<file path="src/rtl/adc_seq_pkg.sv">
package adc_seq_pkg;
    typedef enum logic [2:0] {
        M_FIX_ONE  = 3'd0,
        M_FIX_RUN  = 3'd1,
        M_SCAN_ONE = 3'd2,
        M_SCAN_RUN = 3'd3,
        M_DUAL     = 3'd4,
        M_STEP     = 3'd5
    } seq_mode_e;

    typedef enum logic [1:0] {
        SRC_SW   = 2'd0,
        SRC_TMR  = 2'd1,
        SRC_EDGE = 2'd2
    } start_src_e;

    typedef enum logic {
        ST_IDLE = 1'b0,
        ST_WAIT = 1'b1
    } seq_state_e;
endpackage

</file>
<file path="src/rtl/adc_start_gate.sv">
module adc_start_gate
    import adc_seq_pkg::*;
#(
    parameter int SYNC_STAGES = 2
) (
    input  logic       clk,
    input  logic       rst_n,
    input  logic [1:0] src,
    input  logic       sw_go,
    input  logic       tmr_tick,
    input  logic       ext_trig,
    output logic       start_evt
);
    logic [SYNC_STAGES-1:0] sync_d, sync_q;
    logic                   prev_d, prev_q;
    logic                   edge_hit;

    always_comb begin
        sync_d = {sync_q[SYNC_STAGES-2:0], ext_trig};
        prev_d = sync_q[SYNC_STAGES-1];
    end

    always_ff @(posedge clk or negedge rst_n) begin
        if (!rst_n) begin
            sync_q <= '0;
            prev_q <= 1'b0;
        end else begin
            sync_q <= sync_d;
            prev_q <= prev_d;
        end
    end

    assign edge_hit = sync_q[SYNC_STAGES-1] & ~prev_q;

    always_comb begin
        case (start_src_e'(src))
            SRC_SW:   start_evt = sw_go;
            SRC_TMR:  start_evt = tmr_tick;
            SRC_EDGE: start_evt = edge_hit;
            default:  start_evt = 1'b0;
        endcase
    end

    // A level held on the trigger yields a single edge event
    assert_edge_once_R8: assert property (@(posedge clk) disable iff (!rst_n)
        edge_hit |=> !edge_hit);
endmodule

</file>
<file path="src/rtl/adc_result_bank.sv">
module adc_result_bank #(
    parameter int DW    = 10,
    parameter int NSLOT = 8,
    localparam int IW   = $clog2(NSLOT)
) (
    input  logic          clk,
    input  logic          rst_n,
    input  logic          we,
    input  logic [IW-1:0] widx,
    input  logic [DW-1:0] wdata,
    input  logic [IW-1:0] ridx,
    output logic [DW-1:0] rdata
);
    logic [DW-1:0] slot_d [NSLOT];
    logic [DW-1:0] slot_q [NSLOT];

    for (genvar g = 0; g < NSLOT; g++) begin : g_slot
        always_comb begin
            slot_d[g] = (we && widx == IW'(g)) ? wdata : slot_q[g];
        end

        always_ff @(posedge clk or negedge rst_n) begin
            if (!rst_n) slot_q[g] <= '0;
            else        slot_q[g] <= slot_d[g];
        end

        // A slot not addressed by the write keeps its value
        assert_slot_keep_R2: assert property (@(posedge clk) disable iff (!rst_n)
            !(we && widx == IW'(g)) |=> $stable(slot_q[g]));
    end

    assign rdata = slot_q[ridx];
endmodule

</file>
<file path="src/rtl/adc_limit_chk.sv">
module adc_limit_chk #(
    parameter int DW = 10
) (
    input  logic [DW-1:0] data,
    input  logic [DW-1:0] lo,
    input  logic [DW-1:0] hi,
    input  logic          inside_sel,
    output logic          hit
);
    logic in_win;

    always_comb begin
        in_win = (data >= lo) && (data <= hi);
        hit    = (in_win == inside_sel);
    end
endmodule

</file>
<file path="src/rtl/adc_scan_seq.sv">
module adc_scan_seq
    import adc_seq_pkg::*;
#(
    parameter int DW        = 10,
    parameter int NCH       = 8,
    parameter int GRP_SMALL = 4,
    parameter int GRP_LARGE = 8
) (
    input  logic                     clk,
    input  logic                     rst_n,
    input  logic                     run_en,
    input  logic [2:0]               mode,
    input  logic [1:0]               src,
    input  logic                     grp4,
    input  logic [$clog2(NCH)-1:0]   fix_ch,
    input  logic [$clog2(NCH)-1:0]   alt_ch,
    input  logic [NCH-1:0]           scan_mask,
    input  logic [DW-1:0]            lim_lo,
    input  logic [DW-1:0]            lim_hi,
    input  logic                     bnd_inside,
    input  logic                     sw_go,
    input  logic                     tmr_tick,
    input  logic                     ext_trig,
    input  logic                     irq_clr,
    input  logic                     bnd_clr,
    output logic                     cv_start,
    output logic [$clog2(NCH)-1:0]   cv_chan,
    input  logic                     cv_done,
    input  logic [DW-1:0]            cv_data,
    output logic                     busy,
    input  logic [$clog2(NCH)-1:0]   rd_idx,
    output logic [DW-1:0]            rd_data,
    output logic                     irq,
    output logic                     bnd_flag
);
    localparam int CHW = $clog2(NCH);
    localparam int GW  = $clog2(GRP_LARGE + 1);
    localparam int PW  = $clog2(NCH + 1);

    typedef struct packed {
        seq_state_e     st;
        logic           go;
        logic [CHW-1:0] ch;
        logic [CHW-1:0] slot_ctr;
        logic [GW-1:0]  grp;
        logic [PW-1:0]  pass;
        logic [CHW-1:0] step_last;
        logic           step_ok;
        logic           irq;
        logic           bnd;
    } seq_t;

    seq_t q, n;

    logic           start_evt;
    logic           hit;
    logic           we;
    logic [CHW-1:0] widx;
    seq_mode_e      md;

    // Returns {found, index} of the lowest mask bit, optionally above cur
    function automatic logic [CHW:0] pick(input logic [NCH-1:0] m,
                                          input logic [CHW-1:0] cur,
                                          input logic           above);
        logic [CHW:0] r;
        r = '0;
        for (int i = NCH - 1; i >= 0; i--) begin
            if (m[i] && (!above || i > int'(cur))) r = {1'b1, CHW'(i)};
        end
        return r;
    endfunction

    adc_start_gate u_gate (
        .clk      (clk),
        .rst_n    (rst_n),
        .src      (src),
        .sw_go    (sw_go),
        .tmr_tick (tmr_tick),
        .ext_trig (ext_trig),
        .start_evt(start_evt)
    );

    adc_limit_chk #(.DW(DW)) u_lim (
        .data      (cv_data),
        .lo        (lim_lo),
        .hi        (lim_hi),
        .inside_sel(bnd_inside),
        .hit       (hit)
    );

    adc_result_bank #(.DW(DW), .NSLOT(NCH)) u_bank (
        .clk  (clk),
        .rst_n(rst_n),
        .we   (we),
        .widx (widx),
        .wdata(cv_data),
        .ridx (rd_idx),
        .rdata(rd_data)
    );

    always_comb begin
        logic [CHW:0]  lowest, above, step_nx;
        logic [GW-1:0] gsize, grp_nx;
        logic [PW-1:0] pass_nx;
        logic          set_irq;

        md      = seq_mode_e'(mode);
        lowest  = pick(scan_mask, '0, 1'b0);
        above   = pick(scan_mask, q.ch, 1'b1);
        step_nx = pick(scan_mask, q.step_last, q.step_ok);
        if (!step_nx[CHW]) step_nx = lowest;
        gsize   = grp4 ? GW'(GRP_SMALL) : GW'(GRP_LARGE);
        grp_nx  = q.grp + 1'b1;
        pass_nx = q.pass + 1'b1;
        set_irq = 1'b0;

        n    = q;
        n.go = 1'b0;
        we   = 1'b0;
        widx = q.ch;
        if (irq_clr) n.irq = 1'b0;
        if (bnd_clr) n.bnd = 1'b0;

        case (q.st)
            ST_IDLE: begin
                if (start_evt && run_en) begin
                    case (md)
                        M_FIX_ONE, M_FIX_RUN, M_DUAL: begin
                            n.go = 1'b1; n.st = ST_WAIT; n.ch = fix_ch;
                            n.slot_ctr = '0; n.grp = '0;
                        end
                        M_SCAN_ONE, M_SCAN_RUN: if (lowest[CHW]) begin
                            n.go = 1'b1; n.st = ST_WAIT;
                            n.ch = lowest[CHW-1:0]; n.pass = '0;
                        end
                        M_STEP: if (lowest[CHW]) begin
                            n.go = 1'b1; n.st = ST_WAIT;
                            n.ch = step_nx[CHW-1:0];
                        end
                        default: ;
                    endcase
                end
            end
            ST_WAIT: begin
                if (cv_done && !q.go) begin
                    we   = 1'b1;
                    widx = (md == M_FIX_RUN || md == M_DUAL) ? q.slot_ctr : q.ch;
                    if (hit) n.bnd = 1'b1;
                    n.st = ST_IDLE;
                    case (md)
                        M_FIX_ONE: set_irq = 1'b1;
                        M_STEP: begin
                            set_irq = 1'b1;
                            n.step_last = q.ch;
                            n.step_ok   = 1'b1;
                        end
                        M_FIX_RUN, M_DUAL: begin
                            n.slot_ctr = q.slot_ctr + 1'b1;
                            if (grp_nx == gsize) begin
                                set_irq = 1'b1;
                                n.grp   = '0;
                            end else begin
                                n.grp = grp_nx;
                            end
                            if (run_en) begin
                                n.go = 1'b1; n.st = ST_WAIT;
                                n.ch = (md == M_DUAL && !q.slot_ctr[0]) ? alt_ch : fix_ch;
                            end
                        end
                        M_SCAN_ONE, M_SCAN_RUN: begin
                            if (grp4 && pass_nx == PW'(GRP_SMALL)) set_irq = 1'b1;
                            if (!above[CHW]) begin
                                set_irq = 1'b1;
                                if (md == M_SCAN_RUN && run_en) begin
                                    n.go = 1'b1; n.st = ST_WAIT;
                                    n.ch = lowest[CHW-1:0]; n.pass = '0;
                                end
                            end else if (md == M_SCAN_ONE || run_en) begin
                                n.go = 1'b1; n.st = ST_WAIT;
                                n.ch = above[CHW-1:0]; n.pass = pass_nx;
                            end
                        end
                        default: ;
                    endcase
                    if (set_irq) n.irq = 1'b1;
                end
            end
            default: n.st = ST_IDLE;
        endcase
    end

    always_ff @(posedge clk or negedge rst_n) begin
        if (!rst_n) q <= '0;
        else        q <= n;
    end

    assign cv_start = q.go;
    assign cv_chan  = q.ch;
    assign busy     = (q.st == ST_WAIT);
    assign irq      = q.irq;
    assign bnd_flag = q.bnd;

    assert_start_pulse_R12: assert property (@(posedge clk) disable iff (!rst_n)
        cv_start |=> !cv_start);
    assert_fixed_chan_R1: assert property (@(posedge clk) disable iff (!rst_n)
        (cv_start && (mode == 3'd0 || mode == 3'd1)) |-> cv_chan == fix_ch);
    assert_scan_mask_R4: assert property (@(posedge clk) disable iff (!rst_n)
        (cv_start && (mode == 3'd2 || mode == 3'd3 || mode == 3'd5)) |-> scan_mask[cv_chan]);
    assert_chan_hold_R4: assert property (@(posedge clk) disable iff (!rst_n)
        (busy && !cv_done) |=> $stable(cv_chan));
    assert_dual_pair_R7: assert property (@(posedge clk) disable iff (!rst_n)
        (cv_start && mode == 3'd4) |-> (cv_chan == fix_ch || cv_chan == alt_ch));
    assert_irq_sticky_R11: assert property (@(posedge clk) disable iff (!rst_n)
        (irq && !irq_clr) |=> irq);
    assert_bnd_sticky_R10: assert property (@(posedge clk) disable iff (!rst_n)
        (bnd_flag && !bnd_clr) |=> bnd_flag);
endmodule

</file>
<file path="config.mk">
export PLATFORM = sky130hd
export DESIGN_NAME = adc_scan_seq
export DESIGN_NICKNAME = d
export VERILOG_FILES = /design/src/rtl/adc_seq_pkg.sv /design/src/rtl/adc_start_gate.sv /design/src/rtl/adc_result_bank.sv /design/src/rtl/adc_limit_chk.sv /design/src/rtl/adc_scan_seq.sv
export SDC_FILE = /design/constraint.sdc
export NUM_CORES = 1
export LEC_CHECK = 0
export ABC_AREA = 1
export BUFFER_PORTS_ARGS = -buffer_cell sky130_fd_sc_hd__buf_4
export CAP_MARGIN = 20
export CORE_UTILIZATION = 54
export CTS_BUF_LIST = sky130_fd_sc_hd__clkbuf_8
export CTS_CLUSTER_DIAMETER = 150
export DETAILED_ROUTE_END_ITERATION = 10
export PLACE_DENSITY = 0.8
export SLEW_MARGIN = 40
export SYNTH_ARGS = -nofsm -noshare
export SYNTH_HDL_FRONTEND = slang
export SYNTH_SLANG_ARGS = --single-unit
export TNS_END_PERCENT = 100
</file>
<file path="constraint.sdc">
create_clock -name clk -period 4.94 [get_ports clk]
set_clock_uncertainty 0.05 [all_clocks]
set_input_delay 0.741 -clock clk [delete_from_list [all_inputs] [get_ports clk]]
set_output_delay 0.741 -clock clk [all_outputs]
set_load 0.01 [all_outputs]
</file>
==> flow_summary.ini <==
[status]
outcome = completed

[clocking]
max-clock-path-buffers = 2
clkLatencyLatePin_ns = 0.37
ctsResizeCount = 0
cts_setup_buffers = 0
cts_tree = built
clkSlewWorstSetupHoldPaths_ns = 0.09
cts_sinks = 105
cts_root_buffer = clkbuf_8
numCtsBuffers = 9
cts_hold_buf = 0
cts_max_level = 3

[timing]
tightest_slew_ns = 0.8215
grt_setup_unrepaired = false
slew_headroom_pct = 45.10
max_freq_mhz = 325.2
period_share_pct = 62.26
setup_viol = 0
maxSlewViolCount = 0
worst_slack_ns = 1.865
fin_tns_setup_ns = 0
layout_min_cycle_time_ns = 3.075
hold_viol = 0

[setup_path]
critical_path_arrival_ns = 2.28
startpoint_type = primary input
criticalPathCategory = primary input to output port
critPathRequiredTime_ns = 4.15
worstSetupEndpointType = output port
path_max_fanout = 21

[route]
drc = 0
ant_nets = 0
wl_per_cell_um = 13.97
wl_um = 14460
first_pass_iters = 5
vias = 5533
drt_iter0_drc = 380
via_per_inst = 5.346

[logic_synthesis]
async_flop_share_pct = 100.0
synthFlopType = dfrtp_1
netlist.area_leader.share_pct = 42.60
synth_common_cells = nand2_1, inv_1, dfrtp_1
ys.warnings.count = 0
seq_area_frac_synth_pct = 42.60
syn-num-nets = 918
synth_cell_types = 35
yosys.area.top_type = dfrtp_1
synth_most_common_cell = nand2_1
synth_cells = 831
avgSynthCellArea_um2 = 7.421
synth_area_leaders = dfrtp_1, nand2_1, o21ai_0
synth-edff-count = 0
syn_area_um2 = 6167
ys_ff_latch = 105

[min_path]
hold_path_class = register to register

[global_route]
met2_usage_pct = 41.06
antenna_found_initial = 0
grt_pass1_wl_um = 24060
met1_usage_pct = 36.62
grt_pass1_vias = 5185
grt_usage_pct = 26.08
overflow = 0
gr-usage-met3_pct = 5.380
busiest_layer = met2
grt_start_max_net_pins = 81

[die]
die_h_um = 108.9
io_pins = 80
start_util_pct = 56.15
rows = 38
die_area_um2 = 11850
core_um2 = 10980
dieWidth_um = 108.9

[cells_and_area]
num_antenna_cells = 0
syn_to_final_growth_pct = 13.61
drive_above_1_share_pct = 14.86
stdcell_count = 1035
fin_nets = 977
final_cell_area_um2 = 7007
n_fill_cell = 1004

[place]
dp_cells = 1019
globalplace.congestion = 0.9054
place_area_um2 = 6780
pre_cts_ws_ns = 1.862
port_buffers = 79
detailed_place_hpwl_um = 10280

[power]
power_leakage_nw = 3.616
peakVddDrop_uv = 219.6
p_per_area_nw_per_um2 = 374.5
power_mw = 2.624

[run]
drv_cap = 0
-- through the flow --
step / utilization [%] / hold slack [ns]
finish: 63.80 / 0.3063
global placement: 61.60 / 0.2861
detailed placement: 61.73 / 0.2847
floorplan: - / 0.2812
CTS: 63.80 / 0.3082
global route: 63.80 / 0.3287
-- report_power, final --
group / switching [mW] / internal (mW)
clock network: 0.303 / 0.291
registers: 0.137 / 1.12
logic: 0.454 / 0.317
total: 0.895 / 1.73
-- critical path: stages --
cell and delay (ns):
buf_4 0.25, inv_1 0.38, a21oi_1 0.22, o21ai_0 0.10
nand2_1 0.10, nor2_1 0.04, a31oi_1 0.26, buf_4 0.18
-- metal layers --
layer	vias up	part of all wire, %	routed length (µm)
met4	0	1.3	193
met1	2533	47	6862
met2	162	45	6516
met3	18	6.1	888
li1	2820	-	-
met5	-	0	0
-- registers in the layout (all words and copies together), names as in the netlist --
| name | cells |
|---|---|
| busy | 1 |
| cv_start | 1 |
| u_gate.sync_q | 2 |
| u_gate.prev_q | 1 |
| irq | 1 |
| bnd_flag | 1 |
| cv_chan | 3 |
| q | 15 |
| u_bank.slot_q | 80 |
-- cell families (layout without fill, tap and decap cells) --
kind of cell	count (synthesis)	count (layout)	synth area share (%)
AOI/OAI and AO/OA	234	234	21.06
DFF	105	105	42.60
adders and majority gates	24	24	4.869
and+or+nand+nor	314	314	20.67
buffers and inverters	149	213	10.06
xor gates and xnor gates	4	4	0.5682
muxes	1	1	0.1623
-- placed cells by master, fill, tap and decap left out, types with 3 or more instances in the layout --
| cell type | instances |
|---|---|
| nand2_1 | 216 |
| inv_1 | 113 |
| dfrtp_1 | 105 |
| o21ai_0 | 87 |
| buf_4 | 81 |
| a21oi_1 | 60 |
| o21ai_1 | 44 |
| nor2_1 | 44 |
| nand3_1 | 37 |
| ha_1 | 24 |
| o21ai_2 | 23 |
| a31oi_1 | 10 |
| clkbuf_8 | 9 |
| nor3_1 | 4 |
| nor2_4 | 4 |
| nand4_1 | 3 |
-- worst paths after layout --
path	to	slack, ns	startpoint	cells after the start
worst min-delay path	u_gate.sync_q[1]	0.31	u_gate.sync_q[0]	0
worst max register to register	u_bank.slot_q[72]	2.58	busy	9
worst min register to register	u_gate.sync_q[1]	0.31	u_gate.sync_q[0]	0
worst max-delay path	rd_data[8]	1.86	rd_idx[1]	8
max in group asynchronous	u_bank.slot_q[25]	3.38	rst_n	2
min in group asynchronous	bnd_flag	0.33	rst_n	1
-- layout make-up --
type	count	area [µm²]	share of cell area, %
Clock buffer	9	123.9	1.768
Clock inverter	7	102.6	1.464
Inverter	116	437.9	6.250
Sequential cell	105	2628	37.50
Multi-Input combinational cell	577	2932	41.84
Tap cell	140	175.2	2.500
Timing Repair Buffer	81	608.1	8.679
(Power assumes the default switching activity.)
